===== config.mk =====
export PLATFORM = sky130hd
export DESIGN_NAME = bank_access_ctrl
export DESIGN_NICKNAME = d
export VERILOG_FILES = /design/src/rtl/bank_access_ctrl.sv
export SDC_FILE = /design/constraint.sdc
export NUM_CORES = 1
export LEC_CHECK = 0
export CAP_MARGIN = 20
export CORE_MARGIN = 2
export CORE_UTILIZATION = 46
export CTS_BUF_LIST = sky130_fd_sc_hd__clkbuf_8 sky130_fd_sc_hd__clkbuf_16
export DETAILED_ROUTE_END_ITERATION = 10
export PLACE_DENSITY = 0.93
export RECOVER_POWER = 100
export REMOVE_ABC_BUFFERS = 1
export SETUP_SLACK_MARGIN = 0.15
export SLEW_MARGIN = 20
export SYNTH_ARGS = -nofsm -noshare
export SYNTH_HDL_FRONTEND = slang
export SYNTH_SLANG_ARGS = --single-unit
export TNS_END_PERCENT = 1

===== constraint.sdc =====
create_clock -name clk -period 2.7 [get_ports clk]
set_clock_uncertainty 0.05 [all_clocks]
set_input_delay 0.81 -clock clk [delete_from_list [all_inputs] [get_ports clk]]
set_output_delay 0.81 -clock clk [all_outputs]
set_load 0.05 [all_outputs]

===== src/rtl/bank_access_ctrl.sv =====
module bank_access_ctrl #(
  parameter int ADDR_W = 20
) (
  input  logic              clk,
  input  logic              rst,
  input  logic              cpu_start,
  input  logic              cpu_write,
  input  logic              cpu_word,
  input  logic [ADDR_W-1:0] cpu_addr,
  input  logic [15:0]       cpu_wdata,
  output logic              cpu_busy,
  output logic              cpu_done,
  output logic [15:0]       cpu_rdata,
  output logic              bus_req,
  output logic              bus_wr,
  output logic [ADDR_W-2:0] bus_waddr,
  output logic              bus_a0,
  output logic              bus_bhe_n,
  output logic [15:0]       bus_wdata,
  input  logic              bus_done,
  input  logic [15:0]       bus_rdata
);

  typedef enum logic [1:0] {S_IDLE, S_FIRST, S_SECOND} state_t;

  state_t            state;
  logic              op_wr, op_word;
  logic [ADDR_W-1:0] op_addr;
  logic [15:0]       op_wdata;
  logic [7:0]        lo_hold;
  logic              done_q;
  logic [15:0]       rdata_q;

  logic              second, odd, split;
  logic [ADDR_W-1:0] cur_addr;
  logic [15:0]       rd_final;

  assign second   = (state == S_SECOND);
  assign odd      = op_addr[0];
  assign split    = op_word & odd;
  assign cur_addr = second ? op_addr + ADDR_W'(1) : op_addr;

  assign cpu_busy  = (state != S_IDLE);
  assign bus_req   = cpu_busy;
  assign bus_wr    = op_wr;
  assign bus_waddr = cur_addr[ADDR_W-1:1];
  assign bus_a0    = cur_addr[0];
  assign bus_bhe_n = second ? 1'b1 : ~(odd | op_word);
  assign cpu_done  = done_q;
  assign cpu_rdata = rdata_q;

  always_comb begin
    if (second)       bus_wdata = {8'h00, op_wdata[15:8]};
    else if (odd)     bus_wdata = {op_wdata[7:0], 8'h00};
    else if (op_word) bus_wdata = op_wdata;
    else              bus_wdata = {8'h00, op_wdata[7:0]};
  end

  always_comb begin
    if (second)       rd_final = {bus_rdata[7:0], lo_hold};
    else if (odd)     rd_final = {8'h00, bus_rdata[15:8]};
    else if (op_word) rd_final = bus_rdata;
    else              rd_final = {8'h00, bus_rdata[7:0]};
  end

  always_ff @(posedge clk) begin
    if (rst) begin
      state    <= S_IDLE;
      op_wr    <= 1'b0;
      op_word  <= 1'b0;
      op_addr  <= '0;
      op_wdata <= '0;
      lo_hold  <= '0;
      done_q   <= 1'b0;
      rdata_q  <= '0;
    end else begin
      done_q <= 1'b0;
      case (state)
        S_IDLE: if (cpu_start) begin
          op_wr    <= cpu_write;
          op_word  <= cpu_word;
          op_addr  <= cpu_addr;
          op_wdata <= cpu_wdata;
          state    <= S_FIRST;
        end
        S_FIRST: if (bus_done) begin
          if (split) begin
            lo_hold <= bus_rdata[15:8];
            state   <= S_SECOND;
          end else begin
            if (!op_wr) rdata_q <= rd_final;
            done_q <= 1'b1;
            state  <= S_IDLE;
          end
        end
        S_SECOND: if (bus_done) begin
          if (!op_wr) rdata_q <= rd_final;
          done_q <= 1'b1;
          state  <= S_IDLE;
        end
        default: state <= S_IDLE;
      endcase
    end
  end

endmodule


* Word-level counts from Yosys, hierarchy flattened *
Index checks and enable logic that the tools add are counted.

storage, ports and cells
  register bits after elaboration = 65
  input bits = 58
  output and inout bits = 57

cells by class
  add/subtract/negate cells = 1
  equality and inequality tests = 6
  mux-type cells = 22
  bitwise operators = 3
  reductions and logical operators = 7

operators with widths
  kind                                                  number
  two-way mux 16 bit                                    10
  case mux 16 bit (2 select lines)                      1
  adder 20 x 1 -> 20 bit (second input constant)        1
  two-way mux 20 bit                                    1
  two-way mux 2 bit                                     4
  inequality test 2 bit (second input constant)         4
  case mux 2 bit (3 select lines)                       1
  AND reduction 3 bit                                   2
  two-way mux 1 bit                                     4
  AND reduction 4 bit                                   1
  nonzero test 2 bit                                    2
  equality test 2 x 1 -> 1 bit (second input constant)  1
  equality test 2 bit (second input constant)           1
  logical NOT 2 bit                                     1
  case mux 1 bit (2 select lines)                       1
  AND reduction 2 bit                                   1
  bitwise AND 1 bit                                     1
  NOT 1 bit                                             1
  OR 1 bit                                              1

* Depth between registers and ports, before layout *
Gate-level depths: netlist (run 1).

  depth after elaboration = 7
  mapped depth = 9
  mapped depth without buffers = 6

* Least setup slack after synthesis (run 1) *
OpenSTA, ideal clock, no wires.

  kind = flip-flop to output port
  start point = register state[0]
  end point = output port bus_wdata[5]
  arrival = 2.231 ns
  path slack = -0.391 ns
  cell stages (with the launch flop) = 7
  cells stage by stage = dfxtp_1 inv_1 ha_1 buf_2 buf_2 buf_1 o21ai_0

between the ends
  word-level cells in the longest chain between the ends = 2

ends and longest elaborated chain
  item                    RTL line  source
  from (decl)             26        state_t state;
  from (signal assigned)  68        state <= S_IDLE;
  from (signal assigned)  84        state <= S_FIRST;
  from (signal assigned)  89        state <= S_SECOND;
  equality test 2 bit     38        assign second = (state == S_SECOND);
  two-way mux 16 bit      53        if (second) bus_wdata = {8'h00, op_wdata[15:8]};
  to (decl)               19        output logic [15:0] bus_wdata,

No other way between the ends.

* Worst setup path in the final report (run 1) *
  start point = register op_addr[0]
  end point = output port bus_waddr[13]

between the ends
  word-level cells in the longest chain between the ends = 2

ends and longest elaborated chain
  item                    RTL line  source
  from (decl)             28        logic [ADDR_W-1:0] op_addr;
  from (signal assigned)  82        op_addr <= cpu_addr;
  adder 20 x 1 -> 20 bit  41        assign cur_addr = second ? op_addr + ADDR_W'(1) : op_addr;
  two-way mux 20 bit      41
  to (decl)               16        output logic [ADDR_W-2:0] bus_waddr,

No other way between the ends.

==> results.cfg, run 1 <==
[floorplanning]
die-width_um = 89.0
core_area_um2 = 6910
die_h_um = 89.0
start_util = 0.481
num_rows = 30
ios = 115
die_area_um2 = 7920

[place]
place_hpwl_mm = 6.46
dp_cells = 630
place_ws_ps = 99.6
io_buffers = 114
globalplace.congestion = 0.792

[timing]
rsz0062_at_grt = true
worstMarginPinSlew_ps = 1160
slew_headroom = 0.228
post-route-min-period_ps = 2880
final_max_slew_viol_count = 0
setup_tns_ps = -1240
hold_viol_final = 0
finalCritPeriodShare = 1.06
setup_viol = 9
max_clock_freq_mhz = 348
setup_ws_ps = -175
hold_slack_ps = 411

[yosys]
synth.area.top_cells = dfxtp_1 39%, nand2_1 14%, a21oi_1 8.3%, mux2i_1 5.4%, nor2_1 3.5%
synth_common_cells = 127 x nand2_1, 65 x dfxtp_1, 55 x a21oi_1
synth_cells = 438
syn_area_per_cell_um2 = 7.58
ys_async_sr_fraction = 0
ys.flop_type = dfxtp_1
yosysUniqueCellTypes = 33
ys_warn_count = 0
syn_area_um2 = 3320
synth_largest_area_cell = dfxtp_1
yosys_register_bits = 65
synth_edf_count = 0
synth.yosys.seq_area_share = 0.392
synth_top_area_frac = 0.392
synth_most_common_cell = nand2_1

[route]
first_pass_iters = 4
drtIter0Drc = 118
viasPerCell = 5.20
vias = 3395
detail-route-antenna-nets = 0
drt-total-wl_mm = 9.65
drcViolationCount = 0
wire_per_inst_um = 14.8

[cells_and_area]
drive_above_1_share = 0.232
diodes = 0
area_delta_synth_final_pct = 61.2
final_util = 0.775
nFillCells = 490
nNetsFinal = 615
stdcell_count = 653

[clocking]
cts_tree = built
clk_latency_ps = 330
cts_sinks = 65
clkTransAtPathRegs_ps = 80
ctsHtreeMaxLevel = 3
clockBufferDepth = 2
root_buffer = clkbuf_8
cts_buffers = 9

[global_routing]
grt_antenna_before_repair = 0
gr-total-overflow = 0
grt_pass1_vias = 3205
grt_max_degree = 51
grt_util_all_layers = 0.242
grt_pass1_wl_mm = 14.9

[worst_setup_path]
end_kind = output pin
start_kind = flop
critPathRequiredTime_ps = 1840
reg2reg_depth = 7
crit_type = flop to output pin
cp_data_arrival_time_ps = 2020
cp_max_fo = 4

[status]
violations = setup timing
outcome = finished with violations

[flow_run]
cap_violations = 0

[worst_hold_path]
min_path_type = flop to flop
holdPathStages = 2

[pwr]
powerDensity_nw_per_um2 = 527
p_leak_uw = 0.00205
ir_worst_vdd_v = 0.000336
-- cell type report --
| type | instances | area, um2 | share of cell area |
|---|---|---|---|
| Tap cell | 96 | 120 | 0.0224 |
| Sequential cell | 65 | 1320 | 0.246 |
| Clock buffer | 11 | 151 | 0.0283 |
| Multi-Input combinational cell | 337 | 2080 | 0.388 |
| Inverter | 4 | 15.0 | 0.00280 |
| Timing Repair Buffer | 135 | 1590 | 0.298 |
| Clock inverter | 5 | 77.6 | 0.0145 |
-- metal layers --
layer	global-route usage	share of wire	vias to the layer above
met5	0	0	-
met4	0.0651	0.011	0
met3	0.0545	0.048	12
met2	0.448	0.54	95
met1	0.280	0.40	1612
li1	-	-	1676
-- placed cells by master, fill, tap and decap left out, types with 5 or more instances in the layout --
master,instances
a211oi_2,8
a21oi_1,55
a22oi_1,8
buf_12,29
buf_4,24
clkbuf_8,11
clkdlybuf4s50_1,72
dfxtp_1,57
dfxtp_2,5
mux2i_1,18
nand2_1,127
nand2b_1,8
nand4_1,5
nor2_1,25
nor2_2,11
nor2b_1,9
o21ai_1,13
xnor2_2,7
xor2_1,6
-- state kept, by name (all words and copies together), names as in the netlist --
| name | count |
|---|---|
| op_addr | 20 |
| state | 2 |
| op_wdata | 16 |
| cpu_rdata | 16 |
| cpu_done | 1 |
| op_word | 1 |
| bus_wr | 1 |
| lo_hold | 8 |
-- worst paths after layout --
kind | startpoint | to | slack, ps
max | op_addr[0] | bus_waddr[13] | -180
min | lo_hold[0] | lo_hold[0] | 410
max reg2reg | state[0] | op_wdata[10] | 520
min reg2reg | lo_hold[0] | lo_hold[0] | 410
-- power breakdown --
part           switching (uW)  internal (uW)  leakage [uW]  total, uW
Clock                     371            567      0.000115        938
Sequential               65.3           1020      0.000535       1090
Combinational             447            349       0.00140        796
Total                     884           1940       0.00205       2820
-- critical path: stages, from the launching register on --
cell and delay [ps]:
dfxtp_4 370, ha_2 200, nand3_2 150, nor4_4 270, buf_4 170, nand2_1 90, xnor2_2 250, buf_12 170
-- per-stage QoR --
stage                     total power [uW]  instance area, um2
after floorplan                       1510                3170
after global placement                1850                4800
after detailed placement              1870                4800
after CTS                             2830                5230
after global routing                  2940                5350
final                                 2820                5350
-- cell families (layout without fill, tap and decap cells) --
family / after synthesis / after routing / synth area share
adder cells (fa/ha/maj): 5 / 5 / 0.0188
buffers and inverters: 36 / 155 / 0.0497
AND/OR/NAND/NOR: 205 / 205 / 0.273
AO/OA/AOI/OAI: 89 / 89 / 0.159
multiplexers: 19 / 19 / 0.0576
flip-flops: 65 / 65 / 0.392
XOR/XNOR: 19 / 19 / 0.0501
-- timing repair --
action                                 in CTS  in global routing
buffers inserted                            3                  4
endpoints found under the hold margin       0                  0
hold buffers                                0                  0
cloned                                      0                  0
resized for setup                          30                 28
setup endpoints to repair                  30                 33
pin swaps                                  11                  9
Note: power is estimated with default switching activity, not from simulation.
==> inputs of run 2 (changes only) <==
--- a/config.mk
+++ b/config.mk
@@ -10,9 +10,8 @@
 export CORE_UTILIZATION = 46
 export CTS_BUF_LIST = sky130_fd_sc_hd__clkbuf_8 sky130_fd_sc_hd__clkbuf_16
 export DETAILED_ROUTE_END_ITERATION = 10
-export PLACE_DENSITY = 0.93
+export PLACE_DENSITY_LB_ADDON = 0.2
 export RECOVER_POWER = 100
-export REMOVE_ABC_BUFFERS = 1
 export SETUP_SLACK_MARGIN = 0.15
 export SLEW_MARGIN = 20
 export SYNTH_ARGS = -nofsm -noshare
==> results.cfg, run 2 (synthesis gave the netlist of run 1 again) <==
[place]
globalplace.congestion = 0.822
dp_cells = 631
place_ws_ps = -55.3
place_hpwl_mm = 6.49
io_buffers = 114

[cells_and_area]
largest_reg_flops = 20
final_util = 0.796
max_flop_register = op_addr
stdcell_count = 659
area_delta_synth_final_pct = 65.6
diodes = 0
final_common_cell = nand2_1
nFillCells = 490
drive_above_1_share = 0.243
nNetsFinal = 621
final_cell_mix = 125 x nand2_1, 73 x clkdlybuf4s50_1, 57 x dfxtp_1

[global_routing]
grt_pass1_wl_mm = 15.7
grt_pass1_vias = 3381
grt_max_degree = 66
grt_util_all_layers = 0.256
gr-total-overflow = 0
grt_antenna_before_repair = 0

[pwr]
ir_worst_vdd_v = 0.000453
pwr-share-comb = 0.288
p_int_uw = 1950
powerDensity_nw_per_um2 = 520
seqPwrFrac = 0.380
p_leak_uw = 0.00214
sw_frac_of_total = 0.318
clockPowerShare = 0.332
p_switching_uw = 909
finalPower_uw = 2860

[worst_setup_path]
critPathTopFamily = buffers and inverters
crit_type = flop to output pin
end_kind = output pin
critPathRequiredTime_ps = 1840
cpMaxStageDelayCell = dfxtp_2
start_kind = flop
path_common_cell = buf_6
slowest_delay_ps = 330
cp_data_arrival_time_ps = 1960
crit_buf_inv = 5
cp_max_fo = 5
crit_chain = inv_2 -> ha_4 -> nand4_1 -> buf_6 -> nor4_4 -> buf_6 -> buf_6 -> xor2_4 -> buf_12

[clocking]
cts_buffers = 9
root_buffer = clkbuf_8
clkTransAtPathRegs_ps = 60
clockBufferDepth = 2
clk_latency_ps = 340
cts_tree = built
ctsHtreeMaxLevel = 3
cts_sinks = 65

[timing]
hold_viol_final = 0
max_clock_freq_mhz = 354
rsz0062_at_grt = true
finalCritPeriodShare = 1.05
final_max_slew_viol_count = 0
setup_ws_ps = -123
setup_viol = 11
post-route-min-period_ps = 2820
worstMarginPinSlew_ps = 815
hold_slack_ps = 407
slew_headroom = 0.456

[route]
first_pass_iters = 4
vias = 3496
detail-route-antenna-nets = 0
drcViolationCount = 0
drtIter0Drc = 196
viasPerCell = 5.31
wire_per_inst_um = 15.8
drt-total-wl_mm = 10.4

[floorplanning]
die_h_um = 89.0
ios = 115
num_rows = 30
die_area_um2 = 7920
core_area_um2 = 6910
die-width_um = 89.0
start_util = 0.481

[status]
outcome = finished with violations
violations = setup timing

[worst_hold_path]
min_path_type = flop to flop

[flow_run]
cap_violations = 0

[yosys]
syn_nets = 501
run 2: changes by cell type in the layout (fill, tap and decap cells not counted), sizes merged:
cell / previous run / this run
buf: 58 / 65
clkdlybuf4s50: 72 / 73
clkbuf: 14 / 13
dlygate4sd3: 2 / 1
run 2: tightest hold or removal path: cells and delay by family (launching register included):
family	cells	cell delay, ps
AND/OR/NAND/NOR	1	50
AO/OA/AOI/OAI	1	50
flip-flops	1	310
run 2: power by group through the flow:
stage	clock (uW)	sequential, uW	combinational, uW
after global routing	1010	1090	874
after floorplan	0	1160	401
final	949	1090	823
after global placement	0	1100	780
after CTS	954	1080	806
after detailed placement	0	1100	793
run 2: layout make-up:
type                            instances  area, um2  area share
Clock inverter                          5       77.6      0.0141
Clock buffer                           11        151      0.0275
Multi-Input combinational cell        337       2140       0.389
Tap cell                               96        120      0.0218
Inverter                                4       15.0     0.00273
Timing Repair Buffer                  141       1680       0.306
Sequential cell                        65       1320       0.240
run 2: path summary, 6_finish.rpt:
kind	start	to	slack [ps]	depth (start not counted)
worst max-delay path	state[0]	bus_waddr[12]	-120	9
worst min-delay path	lo_hold[4]	lo_hold[4]	410	2
worst max register to register	state[0]	cpu_rdata[4]	610	10
worst min register to register	lo_hold[4]	lo_hold[4]	410	2
run 2: routing by layer:
| metal | vias up | track usage | wire length (um) |
|---|---|---|---|
| met3 | 22 | 0.0619 | 612 |
| li1 | 1685 | - | - |
| met2 | 133 | 0.452 | 5520 |
| met5 | - | 0 | 0 |
| met4 | 0 | 0.0773 | 196 |
| met1 | 1656 | 0.309 | 4110 |
run 2: what timing repair did:
action                                  4_1_cts  5_1_grt
endpoints found under the setup margin       29       27
pin swaps                                    10        9
hold buffers                                  0        0
setup buffers                                10        2
resized for setup                            23       34
run 2: metrics by stage:
step                instance area [um2]  setup TNS, ps
finish                             5500           -776
global route                       5500          -1880
CTS                                5370          -1070
detailed placement                 4950           -103
global placement                   4950              0
floorplan                          3460          -1240
==> inputs of run 3 (changes only) <==
--- a/config.mk
+++ b/config.mk
@@ -9,8 +9,9 @@
 export CORE_MARGIN = 2
 export CORE_UTILIZATION = 46
 export CTS_BUF_LIST = sky130_fd_sc_hd__clkbuf_8 sky130_fd_sc_hd__clkbuf_16
+export CTS_CLUSTER_SIZE = 8
 export DETAILED_ROUTE_END_ITERATION = 10
-export PLACE_DENSITY_LB_ADDON = 0.2
+export PLACE_DENSITY = 0.86
 export RECOVER_POWER = 100
 export SETUP_SLACK_MARGIN = 0.15
 export SLEW_MARGIN = 20
==> results.cfg, run 3 (synthesis gave the netlist of run 1 again) <==
[status]
outcome = finished with violations
violations = setup timing

[pwr]
p_leak_uw = 0.00209
ir_worst_vdd_v = 0.000370
powerDensity_nw_per_um2 = 507

[cells_and_area]
final_common_cell = nand2_1
nNetsFinal = 615
final_util = 0.774
area_delta_synth_final_pct = 61.0
drive_above_1_share = 0.224
diodes = 0
max_flop_register = op_addr
nFillCells = 454
largest_reg_flops = 20
final_cell_mix = 124 x nand2_1, 73 x clkdlybuf4s50_1, 62 x dfxtp_1

[global_routing]
gr-total-overflow = 0
grt_max_degree = 61
grt_pass1_wl_mm = 15.3
grt_pass1_vias = 3329
grt_antenna_before_repair = 0
grt_util_all_layers = 0.247

[timing]
final_max_slew_viol_count = 0
setup_viol = 16
hold_viol_final = 0
worstMarginPinSlew_ps = 1290
rsz0062_at_grt = true
post-route-min-period_ps = 2910
finalCritPeriodShare = 1.08
setup_ws_ps = -210
max_clock_freq_mhz = 344
slew_headroom = 0.137

[clocking]
clockBufferDepth = 2
ctsHoldBuffers = 0
cts_sinks = 65
cts_tree = built
cts_buffers = 9
ctsHtreeMaxLevel = 3
clk_latency_ps = 330
root_buffer = clkbuf_8
clkTransAtPathRegs_ps = 70

[route]
viasPerCell = 5.41
wire_per_inst_um = 15.7
drt-total-wl_mm = 10.2
first_pass_iters = 5
vias = 3531
detail-route-antenna-nets = 0
drtIter0Drc = 231
drcViolationCount = 0

[floorplanning]
num_rows = 30
start_util = 0.481
die_h_um = 89.0
core_area_um2 = 6910
ios = 115
die_area_um2 = 7920
die-width_um = 89.0

[worst_setup_path]
start_kind = flop
end_kind = output pin
cp_max_fo = 5
r2r_setup_slack_ps = 460
cp_data_arrival_time_ps = 2050
critPathRequiredTime_ps = 1840
crit_type = flop to output pin

[place]
place_ws_ps = 2.84
globalplace.congestion = 0.851
io_buffers = 114
place_hpwl_mm = 6.84

[yosys]
syn_nets = 501

[flow_run]
cap_violations = 0

[worst_hold_path]
min_path_type = flop to flop
==> run 3: area by class of cell <==
class	instances	area, um2	area share
multi-input combinational	337	2140	0.400
timing repair buffer	135	1570	0.294
sequential	65	1310	0.244
clock buffer	9	124	0.0232
tap	96	120	0.0225
clock inverter	7	71.3	0.0133
inverter	4	15.0	0.00281
==> run 3: critical path, stage by stage, from the launching register on <==
cell     delay, ps
dfxtp_1        450
nand4_1        140
buf_4          190
nor4_4         290
buf_6          180
nand3_4        100
xnor2_4        200
buf_12         150
==> run 3: routing by layer <==
| layer | vias up | GRT usage | share of wire |
|---|---|---|---|
| li1 | 1674 | - | - |
| met1 | 1673 | 0.300 | 0.39 |
| met2 | 163 | 0.436 | 0.52 |
| met3 | 21 | 0.0517 | 0.067 |
| met4 | 0 | 0.0841 | 0.018 |
| met5 | - | 0 | 0 |
==> run 3: worst paths after layout <==
kind,startpoint,to,cells after the start
setup reg to reg,state[0],cpu_rdata[5],9
hold reg to reg,lo_hold[7],lo_hold[7],2
hold / removal,lo_hold[7],lo_hold[7],2
setup / recovery,op_addr[8],bus_waddr[16],7
==> run 3: through the flow <==
step,TNS (ps),instance area [um2],power [uW],hold WS [ps],std cells
final,-1680,5350,2710,409,653
after global routing,-2940,5350,2820,440,653
after CTS,-1480,5240,2710,411,650
after detailed placement,0,4930,1890,401,629
after global placement,0,4930,1870,392,629
after floorplan,-1240,3460,1560,387,438
==> run 3: timing repair <==
item,CTS,global route
pin swaps,6,10
gates resized for setup,14,21
setup endpoints to repair,34,34
setup buffers,5,3
==> run 3: power breakdown <==
group	switching (uW)	total [uW]	internal [uW]
combinational	456	805	349
clock	389	813	424
sequential	68.8	1090	1020
